### config.mk
export PLATFORM = sky130hd
export DESIGN_NAME = fracn_div_calc
export DESIGN_NICKNAME = d
export VERILOG_FILES = /design/src/rtl/fdc_pkg.sv /design/src/rtl/fdc_seq_div.sv /design/src/rtl/fdc_vco_ceiling.sv /design/src/rtl/fdc_ratio_guard.sv /design/src/rtl/fracn_div_calc.sv
export SDC_FILE = /design/constraint.sdc
export NUM_CORES = 2
export LEC_CHECK = 0
export BUFFER_PORTS_ARGS = -buffer_cell sky130_fd_sc_hd__buf_4
export CORE_ASPECT_RATIO = 2
export CORE_MARGIN = 10
export CORE_UTILIZATION = 45
export DETAILED_ROUTE_END_ITERATION = 10
export PLACE_DENSITY = 0.66
export SKIP_CTS_REPAIR_TIMING = 1
export SLEW_MARGIN = 20
export SYNTH_ARGS = -nofsm -noshare
export SYNTH_HDL_FRONTEND = slang
export SYNTH_SLANG_ARGS = --single-unit
### constraint.sdc
create_clock -name clk -period 10.7 [get_ports clk]
set_input_delay 0 -clock clk [delete_from_list [all_inputs] [get_ports clk]]
set_output_delay 0 -clock clk [all_outputs]
set_load 0.05 [all_outputs]
### src/rtl/fdc_pkg.sv
package fdc_pkg;

   typedef enum logic [2:0] {
      ST_IDLE = 3'd0,
      ST_CHK  = 3'd1,
      ST_WDIV = 3'd2,
      ST_VCO  = 3'd3,
      ST_WRAT = 3'd4,
      ST_FRAC = 3'd5,
      ST_WNUM = 3'd6
   } calc_state_e;

endpackage

### src/rtl/fdc_seq_div.sv
module fdc_seq_div #(
   parameter int DVD_W = 52,
   parameter int DSR_W = 32
) (
   input  logic             clk,
   input  logic             rst_n,
   input  logic             go,
   input  logic [DVD_W-1:0] dividend,
   input  logic [DSR_W-1:0] divisor,
   output logic             valid,
   output logic [DVD_W-1:0] quotient,
   output logic [DSR_W-1:0] remainder
);

   localparam int CNT_W = $clog2(DVD_W + 1);

   logic [DVD_W-1:0] quo_q;
   logic [DSR_W-1:0] rem_q;
   logic [DSR_W-1:0] dsr_q;
   logic [CNT_W-1:0] cnt_q;
   logic             run_q;
   logic             valid_q;
   logic [DSR_W:0]   trial;
   logic             fits;

   assign trial = {rem_q, quo_q[DVD_W-1]};
   assign fits  = trial >= {1'b0, dsr_q};

   always_ff @(posedge clk or negedge rst_n) begin
      if (!rst_n) begin
         quo_q   <= '0;
         rem_q   <= '0;
         dsr_q   <= '0;
         cnt_q   <= '0;
         run_q   <= 1'b0;
         valid_q <= 1'b0;
      end else begin
         valid_q <= 1'b0;
         if (go) begin
            quo_q <= dividend;
            rem_q <= '0;
            dsr_q <= divisor;
            cnt_q <= CNT_W'(DVD_W);
            run_q <= 1'b1;
         end else if (run_q) begin
            if (fits) begin
               rem_q <= DSR_W'(trial - {1'b0, dsr_q});
               quo_q <= {quo_q[DVD_W-2:0], 1'b1};
            end else begin
               rem_q <= trial[DSR_W-1:0];
               quo_q <= {quo_q[DVD_W-2:0], 1'b0};
            end
            cnt_q <= cnt_q - CNT_W'(1);
            if (cnt_q == CNT_W'(1)) begin
               run_q   <= 1'b0;
               valid_q <= 1'b1;
            end
         end
      end
   end

   assign valid     = valid_q;
   assign quotient  = quo_q;
   assign remainder = rem_q;

   AST_REM_LT_DIVISOR: assert property (@(posedge clk) disable iff (!rst_n)
      (valid_q && (dsr_q != '0)) |-> (rem_q < dsr_q));

   AST_VALID_ENDS_RUN: assert property (@(posedge clk) disable iff (!rst_n)
      valid_q |-> !run_q);

endmodule

### src/rtl/fdc_vco_ceiling.sv
module fdc_vco_ceiling #(
   parameter int FREQ_W      = 32,
   parameter int OD_W        = 7,
   parameter int DEFAULT_DIV = 126,
   parameter int VCO_MAX     = 900_000_000
) (
   input  logic [FREQ_W-1:0] fout,
   output logic              over
);

   localparam int PW = FREQ_W + OD_W;

   logic [PW-1:0] prod;

   assign prod = PW'(fout) * PW'(DEFAULT_DIV);
   assign over = prod > PW'(VCO_MAX);

endmodule

### src/rtl/fdc_ratio_guard.sv
module fdc_ratio_guard #(
   parameter int FREQ_W    = 32,
   parameter int RATIO_MIN = 15,
   parameter int RATIO_MAX = 90
) (
   input  logic [FREQ_W-1:0] quo,
   input  logic              quo_hi_nz,
   input  logic              rem_nz,
   output logic              in_range
);

   logic above_min;
   logic below_max;

   assign above_min = quo >= FREQ_W'(RATIO_MIN);
   assign below_max = (quo < FREQ_W'(RATIO_MAX)) ||
                      ((quo == FREQ_W'(RATIO_MAX)) && !rem_nz);
   assign in_range  = !quo_hi_nz && above_min && below_max;

endmodule

### src/rtl/fracn_div_calc.sv
module fracn_div_calc
   import fdc_pkg::*;
#(
   parameter int FREQ_W      = 32,
   parameter int DEFAULT_DIV = 126,
   parameter int VCO_MAX     = 900_000_000,
   parameter int FRAC_DEN    = 1_048_575,
   parameter int RATIO_MIN   = 15,
   parameter int RATIO_MAX   = 90,
   parameter int OD_W        = $clog2(DEFAULT_DIV + 1),
   parameter int MULT_W      = $clog2(RATIO_MAX + 1),
   parameter int FRAC_W      = $clog2(FRAC_DEN + 1)
) (
   input  logic              clk,
   input  logic              rst_n,
   input  logic              start,
   input  logic [FREQ_W-1:0] fout,
   input  logic [FREQ_W-1:0] fxtal,
   output logic              done,
   output logic              err,
   output logic [OD_W-1:0]   out_div,
   output logic [MULT_W-1:0] mult_int,
   output logic [FRAC_W-1:0] frac_num,
   output logic [OD_W-1:0]   phase_word
);

   localparam int DVD_W = FREQ_W + FRAC_W;

   // elaboration-time parameter checks
   if (DEFAULT_DIV % 2 != 0) begin : g_bad_default
      $error("DEFAULT_DIV must be even");
   end
   if (RATIO_MIN > RATIO_MAX || RATIO_MIN < 1) begin : g_bad_band
      $error("ratio band is empty or starts at zero");
   end
   if (FRAC_DEN < 2) begin : g_bad_den
      $error("FRAC_DEN must be at least 2");
   end
   if (DVD_W < FREQ_W + OD_W || FRAC_W < MULT_W) begin : g_bad_width
      $error("fraction width too narrow for the shared divider");
   end

   calc_state_e       st_q;
   logic [FREQ_W-1:0] fout_q, fxtal_q, rem_q;
   logic [OD_W-1:0]   odiv_q;
   logic [MULT_W-1:0] mint_q;
   logic              done_q, err_q;
   logic [OD_W-1:0]   out_div_q;
   logic [MULT_W-1:0] mult_q;
   logic [FRAC_W-1:0] frac_q;

   logic              dv_go;
   logic [DVD_W-1:0]  dv_dvd;
   logic [FREQ_W-1:0] dv_dsr;
   logic              dv_valid;
   logic [DVD_W-1:0]  dv_quo;
   logic [FREQ_W-1:0] dv_rem;
   logic              over;
   logic              ratio_ok;
   logic [OD_W-1:0]   even_div;

   fdc_vco_ceiling #(
      .FREQ_W(FREQ_W), .OD_W(OD_W),
      .DEFAULT_DIV(DEFAULT_DIV), .VCO_MAX(VCO_MAX)
   ) u_ceiling (
      .fout (fout_q),
      .over (over)
   );

   fdc_seq_div #(
      .DVD_W(DVD_W), .DSR_W(FREQ_W)
   ) u_div (
      .clk       (clk),
      .rst_n     (rst_n),
      .go        (dv_go),
      .dividend  (dv_dvd),
      .divisor   (dv_dsr),
      .valid     (dv_valid),
      .quotient  (dv_quo),
      .remainder (dv_rem)
   );

   fdc_ratio_guard #(
      .FREQ_W(FREQ_W), .RATIO_MIN(RATIO_MIN), .RATIO_MAX(RATIO_MAX)
   ) u_guard (
      .quo       (dv_quo[FREQ_W-1:0]),
      .quo_hi_nz (|dv_quo[DVD_W-1:FREQ_W]),
      .rem_nz    (|dv_rem),
      .in_range  (ratio_ok)
   );

   // odd quotients lose their lowest bit
   assign even_div = {dv_quo[OD_W-1:1], 1'b0};

   // divider operand selection per stage
   always_comb begin
      dv_go  = 1'b0;
      dv_dvd = '0;
      dv_dsr = fxtal_q;
      case (st_q)
         ST_CHK: begin
            dv_go  = over;
            dv_dvd = DVD_W'(VCO_MAX);
            dv_dsr = fout_q;
         end
         ST_VCO: begin
            dv_go  = 1'b1;
            dv_dvd = DVD_W'(fout_q) * DVD_W'(odiv_q);
         end
         ST_FRAC: begin
            dv_go  = 1'b1;
            dv_dvd = DVD_W'(rem_q) * DVD_W'(FRAC_DEN);
         end
         default: ;
      endcase
   end

   always_ff @(posedge clk or negedge rst_n) begin
      if (!rst_n) begin
         st_q      <= ST_IDLE;
         fout_q    <= '0;
         fxtal_q   <= '0;
         rem_q     <= '0;
         odiv_q    <= '0;
         mint_q    <= '0;
         done_q    <= 1'b0;
         err_q     <= 1'b0;
         out_div_q <= '0;
         mult_q    <= '0;
         frac_q    <= '0;
      end else begin
         done_q <= 1'b0;
         case (st_q)
            ST_IDLE: begin
               if (start) begin
                  fout_q  <= fout;
                  fxtal_q <= fxtal;
                  if (fout == '0) begin
                     done_q <= 1'b1;
                     err_q  <= 1'b1;
                  end else begin
                     st_q <= ST_CHK;
                  end
               end
            end
            ST_CHK: begin
               if (over) begin
                  st_q <= ST_WDIV;
               end else begin
                  odiv_q <= OD_W'(DEFAULT_DIV);
                  st_q   <= ST_VCO;
               end
            end
            ST_WDIV: begin
               if (dv_valid) begin
                  odiv_q <= even_div;
                  st_q   <= ST_VCO;
               end
            end
            ST_VCO: st_q <= ST_WRAT;
            ST_WRAT: begin
               if (dv_valid) begin
                  if (ratio_ok) begin
                     mint_q <= dv_quo[MULT_W-1:0];
                     rem_q  <= dv_rem;
                     st_q   <= ST_FRAC;
                  end else begin
                     done_q <= 1'b1;
                     err_q  <= 1'b1;
                     st_q   <= ST_IDLE;
                  end
               end
            end
            ST_FRAC: st_q <= ST_WNUM;
            ST_WNUM: begin
               if (dv_valid) begin
                  done_q    <= 1'b1;
                  err_q     <= 1'b0;
                  out_div_q <= odiv_q;
                  mult_q    <= mint_q;
                  frac_q    <= dv_quo[FRAC_W-1:0];
                  st_q      <= ST_IDLE;
               end
            end
            default: st_q <= ST_IDLE;
         endcase
      end
   end

   assign done       = done_q;
   assign err        = err_q;
   assign out_div    = out_div_q;
   assign mult_int   = mult_q;
   assign frac_num   = frac_q;
   assign phase_word = out_div_q; // quadrature offset word

   AST_DIV_CEIL: assert property (@(posedge clk) disable iff (!rst_n)
      (done_q && !err_q) |-> (out_div_q <= OD_W'(DEFAULT_DIV)));

   AST_DIV_EVEN: assert property (@(posedge clk) disable iff (!rst_n)
      (done_q && !err_q) |-> !out_div_q[0]);

   AST_FRAC_BELOW_DEN: assert property (@(posedge clk) disable iff (!rst_n)
      (done_q && !err_q) |-> (frac_q < FRAC_W'(FRAC_DEN)));

   AST_RATIO_BAND: assert property (@(posedge clk) disable iff (!rst_n)
      (done_q && !err_q) |-> ((mult_q >= MULT_W'(RATIO_MIN)) &&
                              (mult_q <= MULT_W'(RATIO_MAX))));

   AST_HOLD_ON_ERR: assert property (@(posedge clk) disable iff (!rst_n)
      (done_q && err_q) |-> ($stable(out_div_q) && $stable(mult_q) &&
                             $stable(frac_q)));

   AST_DONE_PULSE: assert property (@(posedge clk) disable iff (!rst_n)
      done_q |=> !done_q);

   AST_LAST_BIT_DONE: assert property (@(posedge clk) disable iff (!rst_n)
      ((st_q == ST_WNUM) && dv_valid) |=> (done_q && !err_q));

   AST_START_IGNORED: assert property (@(posedge clk) disable iff (!rst_n)
      ((st_q != ST_IDLE) && start) |=> ($stable(fout_q) && $stable(fxtal_q)));

endmodule

==> flow_summary_export.csv <==
group,metric,value,unit
critical_path,cp-end-kind,"flip-flop",
worst_hold_path,hold_path_end,"st_q[0]",
placed_design,place_hpwl,91.3,mm
placed_design,gp_congestion,1.01,
sta,drv_slew,0,
yosys,synth-seq-cells,271,
sta,fin_crit,8.17,ns
sta,skew,0.0269,ns
yosys,synth_top_flop_cell,"dfrtp_1",
final_layout,nNetsFinal,4700,
critical_path,ff2ff_setup_slack,2.53,ns
sta,fmaxAchievable,122,MHz
critical_path,reg2regPathDepth,25,
global_routing,grt_pass1_wl,170,mm
worst_hold_path,min_path_cells,4,
floorplan,core-area,79100,µm²
placed_design,portBuffers,107,
sta,rsz0062_at_grt,"no",
sta,setup_viol,0,
detailed_routing,drtIter0Drc,1286,
global_routing,antenna_found_initial,1,
yosys,synth_top_family_by_area,"adder cells",
critical_path,max_stage_delay,0.79,ns
yosys,syn_area,35900,µm²
critical_path,crit_slowest_cell,"o41ai_1",
yosys,syn_inst,3728,
status,status,"finished clean",
yosys,yosysSeqAreaShare,18.9,%
critical_path,crit_family,"adder cells",
global_routing,grt_usage,24.0,%
detailed_routing,avgViaCountPerCell,5.60,
critical_path,r2r_end,"u_div.quotient[36]",
critical_path,crit_path_start_kind,"flip-flop",
critical_path,required,11.22,ns
yosys,synth_edf_count,0,
sta,period_share,76.4,%
yosys,synth_mux_area_share,6.70,%
yosys,synth-simple-area-share,9.49,%
floorplan,ios,110,
global_routing,met3_usage,2.01,%
global_routing,busiest_layer,"met2",
yosys,synthAdderAreaFrac,40.6,%
yosys,synth_xor_area_share,3.20,%
critical_path,cp_num_buf_inv,7,
clock_network,cts_max_level,1,
yosys,syn_area_per_cell,9.63,µm²
floorplan,rows,146,
clock_network,cts_made_buffers,29,
detailed_routing,drt_wl_total,109,mm
detailed_routing,vias,27200,
clock_network,clock_tree.buffer_depth,3,
detailed_routing,drc,0,
sta,hold_viol_final,0,
sta,fin_setup_tns,0,ns
global_routing,first_global_vias,29800,
detailed_routing,ant_nets,0,
worst_hold_path,min-delay-start,"start",
clock_network,root_buffer,"clkbuf_16",
global_routing,grt_use_met2,46.3,%
final_layout,syn_to_final_growth,9.18,%
clock_network,cts_tree,"built",
clock_network,clkTransAtPathRegs,0.07,ns
yosys,ys_warn_count,0,
sta,worst_pin_slew,1.08,ns
yosys,synth_async_sr_flop_share,100,%
floorplan,die_y,419,µm
global_routing,grt_remaining_overflow,0,
floorplan,start_util,45.4,%
critical_path,r2r_start,"rem_q[5]",
floorplan,fp.dieW,220,µm
detailed_routing,avgRoutedWirePerCell,22.4,µm
job,cap_viol_max_count,0,
worst_hold_path,min_path_type,"in -> reg",
final_layout,drive_gt1_share,9.04,%
clock_network,clkSinkCount,271,
sta,relSlewSlack,28.0,%
critical_path,cp_common_cell,"fa_1",
critical_path,arrival,8.69,ns
detailed_routing,drt-pass1-iter-count,5,
critical_path,worstPathMaxFanout,8,
yosys,synth_cell_types,89,
clock_network,clkLatencyLatePin,0.62,ns
critical_path,critPathKind,"reg -> reg",
global_routing,use_met1,24.2,%
floorplan,die-area,92200,µm²
global_routing,grt_max_degree,75,
yosys,synth-compound-area-share,12.3,%
critical_path,path_depth,25,
==> registers in the layout, indices dropped and copies added, names as in the netlist, 7 cells and up <==
name and count:
fxtal_q 32, u_div.remainder 32, u_div.quotient 52, fout_q 32
frac_num 20, rem_q 32, mult_int 7, u_div.dsr_q 32
mint_q 7
==> final cells by class <==
| type | instances | area, µm² |
|---|---|---|
| clock buffers | 36 | 792 |
| fillers | 7401 | 39900 |
| flip-flops and latches | 271 | 6790 |
| well taps | 1036 | 1300 |
| clock inverters | 18 | 168 |
| inverters | 658 | 2470 |
| repair buffers | 199 | 1670 |
| multi-input cells | 2634 | 26000 |
| diodes | 1 | 2.50 |
==> worst max path at each step <==
stage | slack (ns) | endpoint | from
after detailed placement | 2.58 | u_div.quotient[36] | rem_q[5]
final | 2.53 | u_div.quotient[36] | rem_q[5]
after global routing | 2.09 | u_div.quotient[40] | rem_q[5]
after CTS | 2.52 | u_div.quotient[36] | rem_q[5]
after global placement | 2.65 | u_div.quotient[50] | rem_q[9]
after floorplan | 3.74 | u_div.quotient[36] | rem_q[5]
==> cell usage in the layout (no fill, tap or decap), types with 17 or more instances in the layout <==
cell,instances
nand2_1,331
o21bai_1,26
nor3_1,37
dlygate4sd3_1,67
o21ai_1,17
xor2_1,59
o21a_1,22
nor4_1,32
dfrtp_1,270
nor2_1,150
nand2b_1,17
xnor2_1,72
nand4_1,34
or3_1,17
a31oi_1,25
mux2i_1,94
buf_4,131
nand3_1,35
a211oi_1,35
clkbuf_16,29
inv_1,658
fa_1,541
a21oi_1,171
and2_1,23
mux2_2,130
a22oi_1,27
o21ai_0,182
ha_1,299
a21o_1,68
==> synth_stat cells (8+ instances only) <==
library cell,number,area [µm²]
o221ai_1,10,87.6
o211ai_1,13,97.6
ha_1,299,3740
nand2b_1,18,113
nand2_1,331,1240
a31oi_1,25,156
o21bai_1,26,195
nor2_1,152,571
and2_1,22,138
nand4_1,34,213
nor4_1,32,200
a211o_1,8,70.1
nand3_1,35,175
o21a_1,22,165
a22oi_1,27,203
buf_4,8,60.1
nor3_1,37,185
buf_1,30,113
a21o_1,68,510
fa_1,541,10800
o21ai_1,17,85.1
a211oi_1,35,263
nor2b_1,16,100
or3_1,17,106
xor2_1,59,517
a21oi_1,171,856
buf_2,15,75.1
dfrtp_1,271,6780
mux2_2,130,1460
or2_2,9,56.3
clkbuf_1,112,420
xnor2_1,72,631
inv_1,658,2470
o22ai_1,16,100
mux2i_1,94,941
o21ai_0,183,916
==> worst min-delay path, cell delays in order <==
cell	delay, ns
buf_4	0.10
o21ai_0	0.12
a21oi_1	0.18
o221a_2	0.19
==> through the flow <==
step / cell area, µm² / utilization (%) / std cells / setup WS [ns] / hold slack, ns
after floorplan: 35900 / - / 3729 / 3.74 / -0.296
final: 39200 / 49.6 / 4853 / 2.53 / 0.00672
after global routing: 39200 / 49.5 / 4852 / 2.09 / 0.0434
after global placement: 37600 / 47.5 / 4731 / 2.65 / -0.0110
after detailed placement: 37600 / 47.5 / 4731 / 2.58 / -0.000140
after CTS: 38500 / 48.7 / 4785 / 2.52 / -0.658
==> per-layer routing <==
layer  vias up  wire length (µm)
met4         2              8300
met1     13800             36300
li1      12400                 -
met3       297              3380
met5         -                13
met2       708             60900
==> logic make-up (layout without fill, tap and decap cells) <==
kind of cell,count (synthesis),count (layout)
adders and majority gates,840,840
buffers and inverters,824,911
and+or+nand+nor,742,742
AOI/OAI and AO/OA,695,695
DFF,271,271
muxes,224,224
xor gates and xnor gates,131,131
other,1,3
Power is not shown: default switching activity piles up to over one toggle a cycle in this logic, so the estimate is an artifact.
